### config.mk
export PLATFORM = sky130hd
export DESIGN_NAME = phy_mgmt_bridge
export DESIGN_NICKNAME = d
export VERILOG_FILES = /design/src/rtl/pmb_pkg.sv /design/src/rtl/pmb_regs.sv /design/src/rtl/pmb_lane_dec.sv /design/src/rtl/pmb_txn.sv /design/src/rtl/phy_mgmt_bridge.sv
export SDC_FILE = /design/constraint.sdc
export NUM_CORES = 1
export LEC_CHECK = 0
export ABC_AREA = 1
export BUFFER_PORTS_ARGS = -buffer_cell sky130_fd_sc_hd__buf_2
export CAP_MARGIN = 30
export CORE_UTILIZATION = 47
export DETAILED_ROUTE_END_ITERATION = 10
export PLACE_DENSITY = 0.79
export RECOVER_POWER = 50
export SKIP_LAST_GASP = 1
export SLEW_MARGIN = 30
export SYNTH_ARGS = -nofsm -noshare
export SYNTH_HDL_FRONTEND = slang
export SYNTH_SLANG_ARGS = --single-unit
### constraint.sdc
create_clock -name clk -period 1.6 [get_ports clk]
set_input_delay 0.16 -clock clk [delete_from_list [all_inputs] [get_ports clk]]
set_output_delay 0.16 -clock clk [all_outputs]
set_load 0.01 [all_outputs]
### src/rtl/pmb_pkg.sv
package pmb_pkg;

  localparam int unsigned OFS_ADDR = 32'h1130;
  localparam int unsigned OFS_DATA = 32'h1134;
  localparam int unsigned OFS_RDAT = 32'h1138;
  localparam int unsigned OFS_SEL  = 32'h113C;
  localparam int unsigned LANE_W   = 9;
  localparam logic [8:0]  LANE_ALL = 9'h1FF;

  typedef enum logic [1:0] {
    CMD_NONE = 2'd0,
    CMD_RD   = 2'd1,
    CMD_WR   = 2'd2,
    CMD_BOTH = 2'd3
  } cmd_e;

  // command bits sit in the top two bits of the data/command word
  function automatic cmd_e cmd_decode(input logic [31:0] word);
    case (word[31:30])
      2'b10:   return CMD_WR;
      2'b01:   return CMD_RD;
      2'b11:   return CMD_BOTH;
      default: return CMD_NONE;
    endcase
  endfunction

  function automatic logic addr_fmt_ok(input logic [31:0] a);
    return a[27];
  endfunction

  function automatic logic [LANE_W-1:0] addr_lane(input logic [31:0] a);
    return a[24:16];
  endfunction

  function automatic logic [15:0] addr_reg(input logic [31:0] a);
    return a[15:0];
  endfunction

endpackage

### src/rtl/pmb_regs.sv
module pmb_regs
  import pmb_pkg::*;
#(
  parameter int unsigned CFG_AW = 16,
  parameter int unsigned SEL_W  = 3
) (
  input  logic              clk,
  input  logic              rst_n,
  input  logic              cfg_wr_en,
  input  logic [CFG_AW-1:0] cfg_addr,
  input  logic [31:0]       cfg_wdata,
  output logic [31:0]       cfg_rdata,
  input  logic              busy,
  input  logic              busy_wr,
  input  logic              err,
  input  logic              rack,
  input  logic [15:0]       rdata,
  output logic [31:0]       addr_q,
  output logic [SEL_W-1:0]  sel_q,
  output logic [15:0]       wdata_q,
  output logic              cmd_evt,
  output cmd_e              cmd_kind,
  output logic              err_clr
);

  localparam logic [CFG_AW-1:0] A_ADDR = CFG_AW'(OFS_ADDR);
  localparam logic [CFG_AW-1:0] A_DATA = CFG_AW'(OFS_DATA);
  localparam logic [CFG_AW-1:0] A_RDAT = CFG_AW'(OFS_RDAT);
  localparam logic [CFG_AW-1:0] A_SEL  = CFG_AW'(OFS_SEL);

  logic hit_data;
  logic data_store;

  assign hit_data   = cfg_wr_en && (cfg_addr == A_DATA);
  assign cmd_kind   = cmd_decode(cfg_wdata);
  assign cmd_evt    = hit_data && (cmd_kind != CMD_NONE);
  assign err_clr    = hit_data && cfg_wdata[29];
  assign data_store = hit_data && !busy;

  always_ff @(posedge clk) begin
    if (!rst_n) begin
      addr_q  <= '0;
      sel_q   <= '0;
      wdata_q <= '0;
    end else begin
      if (cfg_wr_en && (cfg_addr == A_ADDR)) addr_q <= cfg_wdata;
      if (cfg_wr_en && (cfg_addr == A_SEL))  sel_q  <= cfg_wdata[SEL_W-1:0];
      if (data_store)                        wdata_q <= cfg_wdata[15:0];
    end
  end

  always_comb begin
    cfg_rdata = '0;
    case (cfg_addr)
      A_ADDR: cfg_rdata = addr_q;
      A_DATA: cfg_rdata = {busy && busy_wr, busy && !busy_wr, err, 13'd0, wdata_q};
      A_RDAT: cfg_rdata = {rack, 15'd0, rdata};
      A_SEL:  cfg_rdata = 32'(sel_q);
      default: cfg_rdata = '0;
    endcase
  end

  AST_BUSY_DATA_HELD: assert property (@(posedge clk) disable iff (!rst_n)
    (hit_data && busy) |=> $stable(wdata_q));

endmodule

### src/rtl/pmb_lane_dec.sv
module pmb_lane_dec
  import pmb_pkg::*;
#(
  parameter int unsigned NUM_LANES = 2
) (
  input  logic [LANE_W-1:0]    lane,
  input  logic                 is_write,
  output logic [NUM_LANES-1:0] mask,
  output logic                 lane_ok
);

  logic bcast;
  assign bcast   = (lane == LANE_ALL);
  assign lane_ok = bcast || (32'(lane) < NUM_LANES);

  for (genvar i = 0; i < NUM_LANES; i++) begin : g_lane
    if (i == 0) begin : g_first
      // broadcast reads are served by the first lane
      assign mask[i] = bcast || (lane == LANE_W'(i));
    end else begin : g_rest
      assign mask[i] = (bcast && is_write) || (lane == LANE_W'(i));
    end
  end

endmodule

### src/rtl/pmb_txn.sv
module pmb_txn
  import pmb_pkg::*;
#(
  parameter int unsigned SEL_W       = 3,
  parameter int unsigned NUM_LANES   = 2,
  parameter int unsigned TIMEOUT_CYC = 16
) (
  input  logic                 clk,
  input  logic                 rst_n,
  input  logic                 cmd_evt,
  input  cmd_e                 cmd_kind,
  input  logic                 err_clr,
  input  logic                 addr_ok,
  input  logic [NUM_LANES-1:0] lane_mask,
  input  logic [15:0]          reg_addr,
  input  logic [15:0]          cmd_data,
  input  logic [SEL_W-1:0]     sel,
  output logic                 busy,
  output logic                 busy_wr,
  output logic                 err,
  output logic                 rack,
  output logic [15:0]          rdata,
  output logic [SEL_W-1:0]     phy_sel,
  output logic [NUM_LANES-1:0] phy_lane_mask,
  output logic [15:0]          phy_reg,
  output logic [15:0]          phy_wdata,
  input  logic                 phy_ack,
  input  logic [15:0]          phy_rdata
);

  localparam int unsigned TMO_W = $clog2(TIMEOUT_CYC + 1);

  logic [TMO_W-1:0] tmo_cnt;
  logic kind_ok, launch, reject, tmo_hit;

  assign kind_ok = (cmd_kind == CMD_WR) || (cmd_kind == CMD_RD);
  assign launch  = cmd_evt && !busy && kind_ok && addr_ok;
  assign reject  = cmd_evt && (busy || !kind_ok || !addr_ok);
  assign tmo_hit = busy && !phy_ack && (tmo_cnt == TMO_W'(TIMEOUT_CYC - 1));

  always_ff @(posedge clk) begin
    if (!rst_n) begin
      busy          <= 1'b0;
      busy_wr       <= 1'b0;
      rack          <= 1'b0;
      rdata         <= '0;
      tmo_cnt       <= '0;
      phy_sel       <= '0;
      phy_lane_mask <= '0;
      phy_reg       <= '0;
      phy_wdata     <= '0;
    end else if (launch) begin
      busy          <= 1'b1;
      busy_wr       <= (cmd_kind == CMD_WR);
      rack          <= 1'b0;
      tmo_cnt       <= '0;
      phy_sel       <= sel;
      phy_lane_mask <= lane_mask;
      phy_reg       <= reg_addr;
      phy_wdata     <= cmd_data;
    end else if (busy) begin
      if (phy_ack) begin
        busy <= 1'b0;
        if (!busy_wr) begin
          rack  <= 1'b1;
          rdata <= phy_rdata;
        end
      end else if (tmo_hit) begin
        busy <= 1'b0;
      end else begin
        tmo_cnt <= tmo_cnt + 1'b1;
      end
    end
  end

  always_ff @(posedge clk) begin
    if (!rst_n)                err <= 1'b0;
    else if (reject || tmo_hit) err <= 1'b1;
    else if (err_clr)          err <= 1'b0;
  end

  AST_REQ_HOLD: assert property (@(posedge clk) disable iff (!rst_n)
    (busy && !phy_ack && !tmo_hit) |=> (busy && $stable(phy_sel) && $stable(phy_lane_mask)
                                        && $stable(phy_reg) && $stable(phy_wdata)));
  AST_ACK_ENDS: assert property (@(posedge clk) disable iff (!rst_n)
    (busy && phy_ack) |=> !busy);
  AST_LAUNCH_CLR_RACK: assert property (@(posedge clk) disable iff (!rst_n)
    launch |=> (busy && !rack));
  AST_READ_ONE_LANE: assert property (@(posedge clk) disable iff (!rst_n)
    (busy && !busy_wr) |-> ($countones(phy_lane_mask) == 1));
  AST_REJECT_ERR: assert property (@(posedge clk) disable iff (!rst_n)
    reject |=> err);
  AST_COLLIDE_KEEP: assert property (@(posedge clk) disable iff (!rst_n)
    (reject && busy && !phy_ack && !tmo_hit) |=> (busy && $stable(phy_reg) && $stable(phy_wdata)));
  AST_TMO_ERR: assert property (@(posedge clk) disable iff (!rst_n)
    tmo_hit |=> (err && !busy && !rack));

endmodule

### src/rtl/phy_mgmt_bridge.sv
module phy_mgmt_bridge
  import pmb_pkg::*;
#(
  parameter int unsigned CFG_AW      = 16,
  parameter int unsigned NUM_MACROS  = 8,
  parameter int unsigned NUM_LANES   = 2,
  parameter int unsigned TIMEOUT_CYC = 16,
  parameter int unsigned SEL_W       = (NUM_MACROS > 1) ? $clog2(NUM_MACROS) : 1
) (
  input  logic                 clk,
  input  logic                 rst_n,
  input  logic                 cfg_wr_en,
  input  logic [CFG_AW-1:0]    cfg_addr,
  input  logic [31:0]          cfg_wdata,
  output logic [31:0]          cfg_rdata,
  output logic                 phy_req,
  output logic                 phy_we,
  output logic [SEL_W-1:0]     phy_sel,
  output logic [NUM_LANES-1:0] phy_lane_mask,
  output logic [15:0]          phy_reg,
  output logic [15:0]          phy_wdata,
  input  logic                 phy_ack,
  input  logic [15:0]          phy_rdata
);

  logic [31:0]          addr_q;
  logic [SEL_W-1:0]     sel_q;
  logic [15:0]          wdata_q;
  logic                 cmd_evt, err_clr;
  cmd_e                 cmd_kind;
  logic                 busy, busy_wr, err, rack;
  logic [15:0]          rdata;
  logic [NUM_LANES-1:0] lane_mask;
  logic                 lane_ok, addr_ok;

  pmb_regs #(.CFG_AW(CFG_AW), .SEL_W(SEL_W)) u_regs (
    .clk(clk), .rst_n(rst_n),
    .cfg_wr_en(cfg_wr_en), .cfg_addr(cfg_addr), .cfg_wdata(cfg_wdata), .cfg_rdata(cfg_rdata),
    .busy(busy), .busy_wr(busy_wr), .err(err), .rack(rack), .rdata(rdata),
    .addr_q(addr_q), .sel_q(sel_q), .wdata_q(wdata_q),
    .cmd_evt(cmd_evt), .cmd_kind(cmd_kind), .err_clr(err_clr)
  );

  pmb_lane_dec #(.NUM_LANES(NUM_LANES)) u_lane (
    .lane(addr_lane(addr_q)), .is_write(cmd_kind == CMD_WR),
    .mask(lane_mask), .lane_ok(lane_ok)
  );

  assign addr_ok = addr_fmt_ok(addr_q) && lane_ok;

  pmb_txn #(.SEL_W(SEL_W), .NUM_LANES(NUM_LANES), .TIMEOUT_CYC(TIMEOUT_CYC)) u_txn (
    .clk(clk), .rst_n(rst_n),
    .cmd_evt(cmd_evt), .cmd_kind(cmd_kind), .err_clr(err_clr), .addr_ok(addr_ok),
    .lane_mask(lane_mask), .reg_addr(addr_reg(addr_q)), .cmd_data(cfg_wdata[15:0]), .sel(sel_q),
    .busy(busy), .busy_wr(busy_wr), .err(err), .rack(rack), .rdata(rdata),
    .phy_sel(phy_sel), .phy_lane_mask(phy_lane_mask), .phy_reg(phy_reg), .phy_wdata(phy_wdata),
    .phy_ack(phy_ack), .phy_rdata(phy_rdata)
  );

  assign phy_req = busy;
  assign phy_we  = busy_wr;

  AST_IDLE_AFTER_RESET: assert property (@(posedge clk) $fell(rst_n) |=> !phy_req);

endmodule

==> results.json <==
{
  "grt-ovfl-total": 0,
  "synth_cells": 725,
  "clock_latency_ps": 520,
  "synth_seq_cells": 113,
  "hold_viol": 0,
  "start_kind": "primary input",
  "sw_frac_of_total": 0.2362,
  "netlist_top_cells_area": "dfxtp_1 45%, nand2_1 14%, nor2_1 11%",
  "io_pins": 139,
  "hpwlAfterDp_mm": 9.632,
  "path_class": "in2out",
  "p_total_mw": 7.099,
  "vias_per_cell": 5.238,
  "synth_fp_nets": 797,
  "portBuffers": 138,
  "cts_tree": "yes",
  "placed_cells": 990,
  "fin_nets": 1002,
  "grt_max_degree": 40,
  "clock.fmax_mhz": 627.0,
  "drv_slew": 0,
  "die_x_um": 105.9,
  "rsz0062_at_grt": "true",
  "status": "finished clean",
  "rows": 37,
  "die-area_um2": 11210,
  "remaining_drc_errors": 0,
  "tightest_slew_ps": 594.6,
  "clk_path_buf_depth": 2,
  "drt_iter0_markers": 580,
  "path_clk_slew_ps": 60,
  "p_leak_nw": 3.237,
  "drive_above_1_share": 0.2725,
  "start_util": 0.4870,
  "min_period_ps": 1595,
  "wl_per_cell_um": 15.57,
  "first_pass_iters": 6,
  "irDropWorstVdd_mv": 0.7560,
  "track_usage": 0.2806,
  "max_flop_register": "u_regs.addr_q",
  "clock-sinks": 113,
  "period_share": 0.9968,
  "crit_path_end_kind": "primary output",
  "cap_violations": 0,
  "grt_pass1_vias": 4957,
  "htree_levels": 4,
  "cts_root_buf": "clkbuf_8",
  "yosysSeqAreaShare": 0.4460,
  "seq_power_share": 0.396,
  "syn-mean-instance-area_um2": 6.996,
  "path_max_fanout": 9,
  "dieHeight_um": 105.9,
  "drt-total-wl_mm": 16.80,
  "yosysWarnings": 0,
  "synth_top_area_frac": 0.4460,
  "final_cell_mix": "180 x nand2_1, 139 x nor2_1, 136 x buf_2",
  "diodes": 0,
  "critPathRequiredTime_ps": 1440,
  "p_int_mw": 5.422,
  "largest_reg_flops": 32,
  "cts_buffers": 17,
  "p_clk_frac": 0.554,
  "skew_ps": 6.872,
  "stdcell_count": 1079,
  "worstPathArrival_ps": 1430,
  "final-setup-viol-count": 0,
  "grt_pass1_wl_mm": 24.57,
  "syn_area_um2": 5072,
  "ys_types": 30,
  "power_density_nw_per_um2": 954.5,
  "yosys.area.top_type": "dfxtp_1",
  "holdCritPathClass": "in2reg",
  "pwr-share-comb": 0.050,
  "via_count": 5652,
  "slew_headroom": 0.6030,
  "gp_congestion": 0.8772,
  "coreArea_um2": 10420,
  "ant_nets": 0,
  "power_switching_mw": 1.677,
  "layout_commonest_cell": "nand2_1",
  "syn_to_final_growth_pct": 46.62,
  "antenna_found_initial": 0
}
logic make-up (layout without fill, tap and decap cells):
| family | after synthesis | in the layout | synth area share |
|---|---|---|---|
| AOI/OAI and AO/OA | 92 | 92 | 0.09793 |
| xor gates and xnor gates | 3 | 3 | 0.005181 |
| DFF | 113 | 113 | 0.4460 |
| buffers and inverters | 96 | 314 | 0.08534 |
| adders and majority gates | 4 | 4 | 0.009867 |
| and+or+nand+nor | 417 | 417 | 0.3557 |
worst max-delay path, stage by stage:
cell and delay [ps]:
buf_2 110, nor2_2 100, nand2_2 80, buf_4 160, nor2_1 140, nand2_2 130
clkinvlp_4 180, nand2_1 90, o211ai_1 110, buf_2 170
power by group through the flow:
| stage | Sequential (mW) | Clock (mW) | Combinational (mW) |
|---|---|---|---|
| final | 2.81 | 3.93 | 0.353 |
| after global routing | 2.81 | 4.08 | 0.378 |
| after CTS | 2.81 | 3.92 | 0.327 |
| after detailed placement | 2.88 | 0 | 0.234 |
| after global placement | 2.88 | 0 | 0.233 |
| after floorplan | 2.88 | 0 | 0.0944 |
cells in the mapped netlist (all sizes together):
master  instances
nand2         192
nor2          155
a22o            1
dfxtp         113
nand3          34
or2             1
a21oi          52
clkinv          2
inv            58
clkbuf         12
nand3b         30
xor2            2
buf            24
nand4           3
ha              4
nor4            1
nor3            1
o211ai         13
xnor2           1
o21ai          26
metrics by stage:
| stage | worst slack [ps] | hold slack [ps] | util | TNS [ps] | area, um^2 |
|---|---|---|---|---|---|
| 2_1_floorplan | 56.32 | 294.9 | - | 0 | 5072 |
| 3_3_place_gp | -74.22 | 418.3 | 0.5787 | -776.8 | 6028 |
| 3_5_place_dp | -99.88 | 420.7 | 0.5787 | -1261 | 6028 |
| 4_1_cts | 8.621 | 25.77 | 0.6859 | 0 | 7144 |
| 5_1_grt | -74.31 | 40.41 | 0.7140 | -841.4 | 7437 |
| 6_report | 5.157 | 40.80 | 0.7140 | 0 | 7437 |
area by class of cell:
| cell class | count | area, um^2 |
|---|---|---|
| clock buffer | 17 | 414.1 |
| clock inverter | 15 | 197.7 |
| fill | 766 | 2979 |
| inverter | 60 | 236.5 |
| multi-input combinational | 516 | 2506 |
| sequential | 113 | 2266 |
| tap | 136 | 170.2 |
| timing repair buffer | 222 | 1647 |
per-layer routing:
metal  up-vias  wire (um)  global-route usage
met5         -          0                   0
met4         0        497              0.1091
met3        57       1510             0.06617
met2       345       7908              0.4370
met1      2546       6886              0.3750
li1       2704          -                   -
worst paths after layout:
path / start / to / slack (ps) / cells past startpoint
setup / recovery: cfg_addr[7] / cfg_rdata[12] / 5 / 10
hold / removal: rst_n / u_txn.phy_sel[0] / 40 / 3
setup reg to reg: u_txn.tmo_cnt[0] / u_txn.tmo_cnt[4] / 60 / 8
hold reg to reg: u_txn.rdata[9] / u_txn.rdata[9] / 450 / 2
what timing repair did:
item / 4_1_cts / 5_1_grt
cloned: 0 / 5
setup buffers: 1 / 2
setup endpoints to repair: 23 / 70
hold buffers: 49 / 0
gates resized for setup: 2 / 46
pin swaps: 1 / 16
endpoints found under the hold margin: 70 / 0
Power figures use the tool's default switching activity.
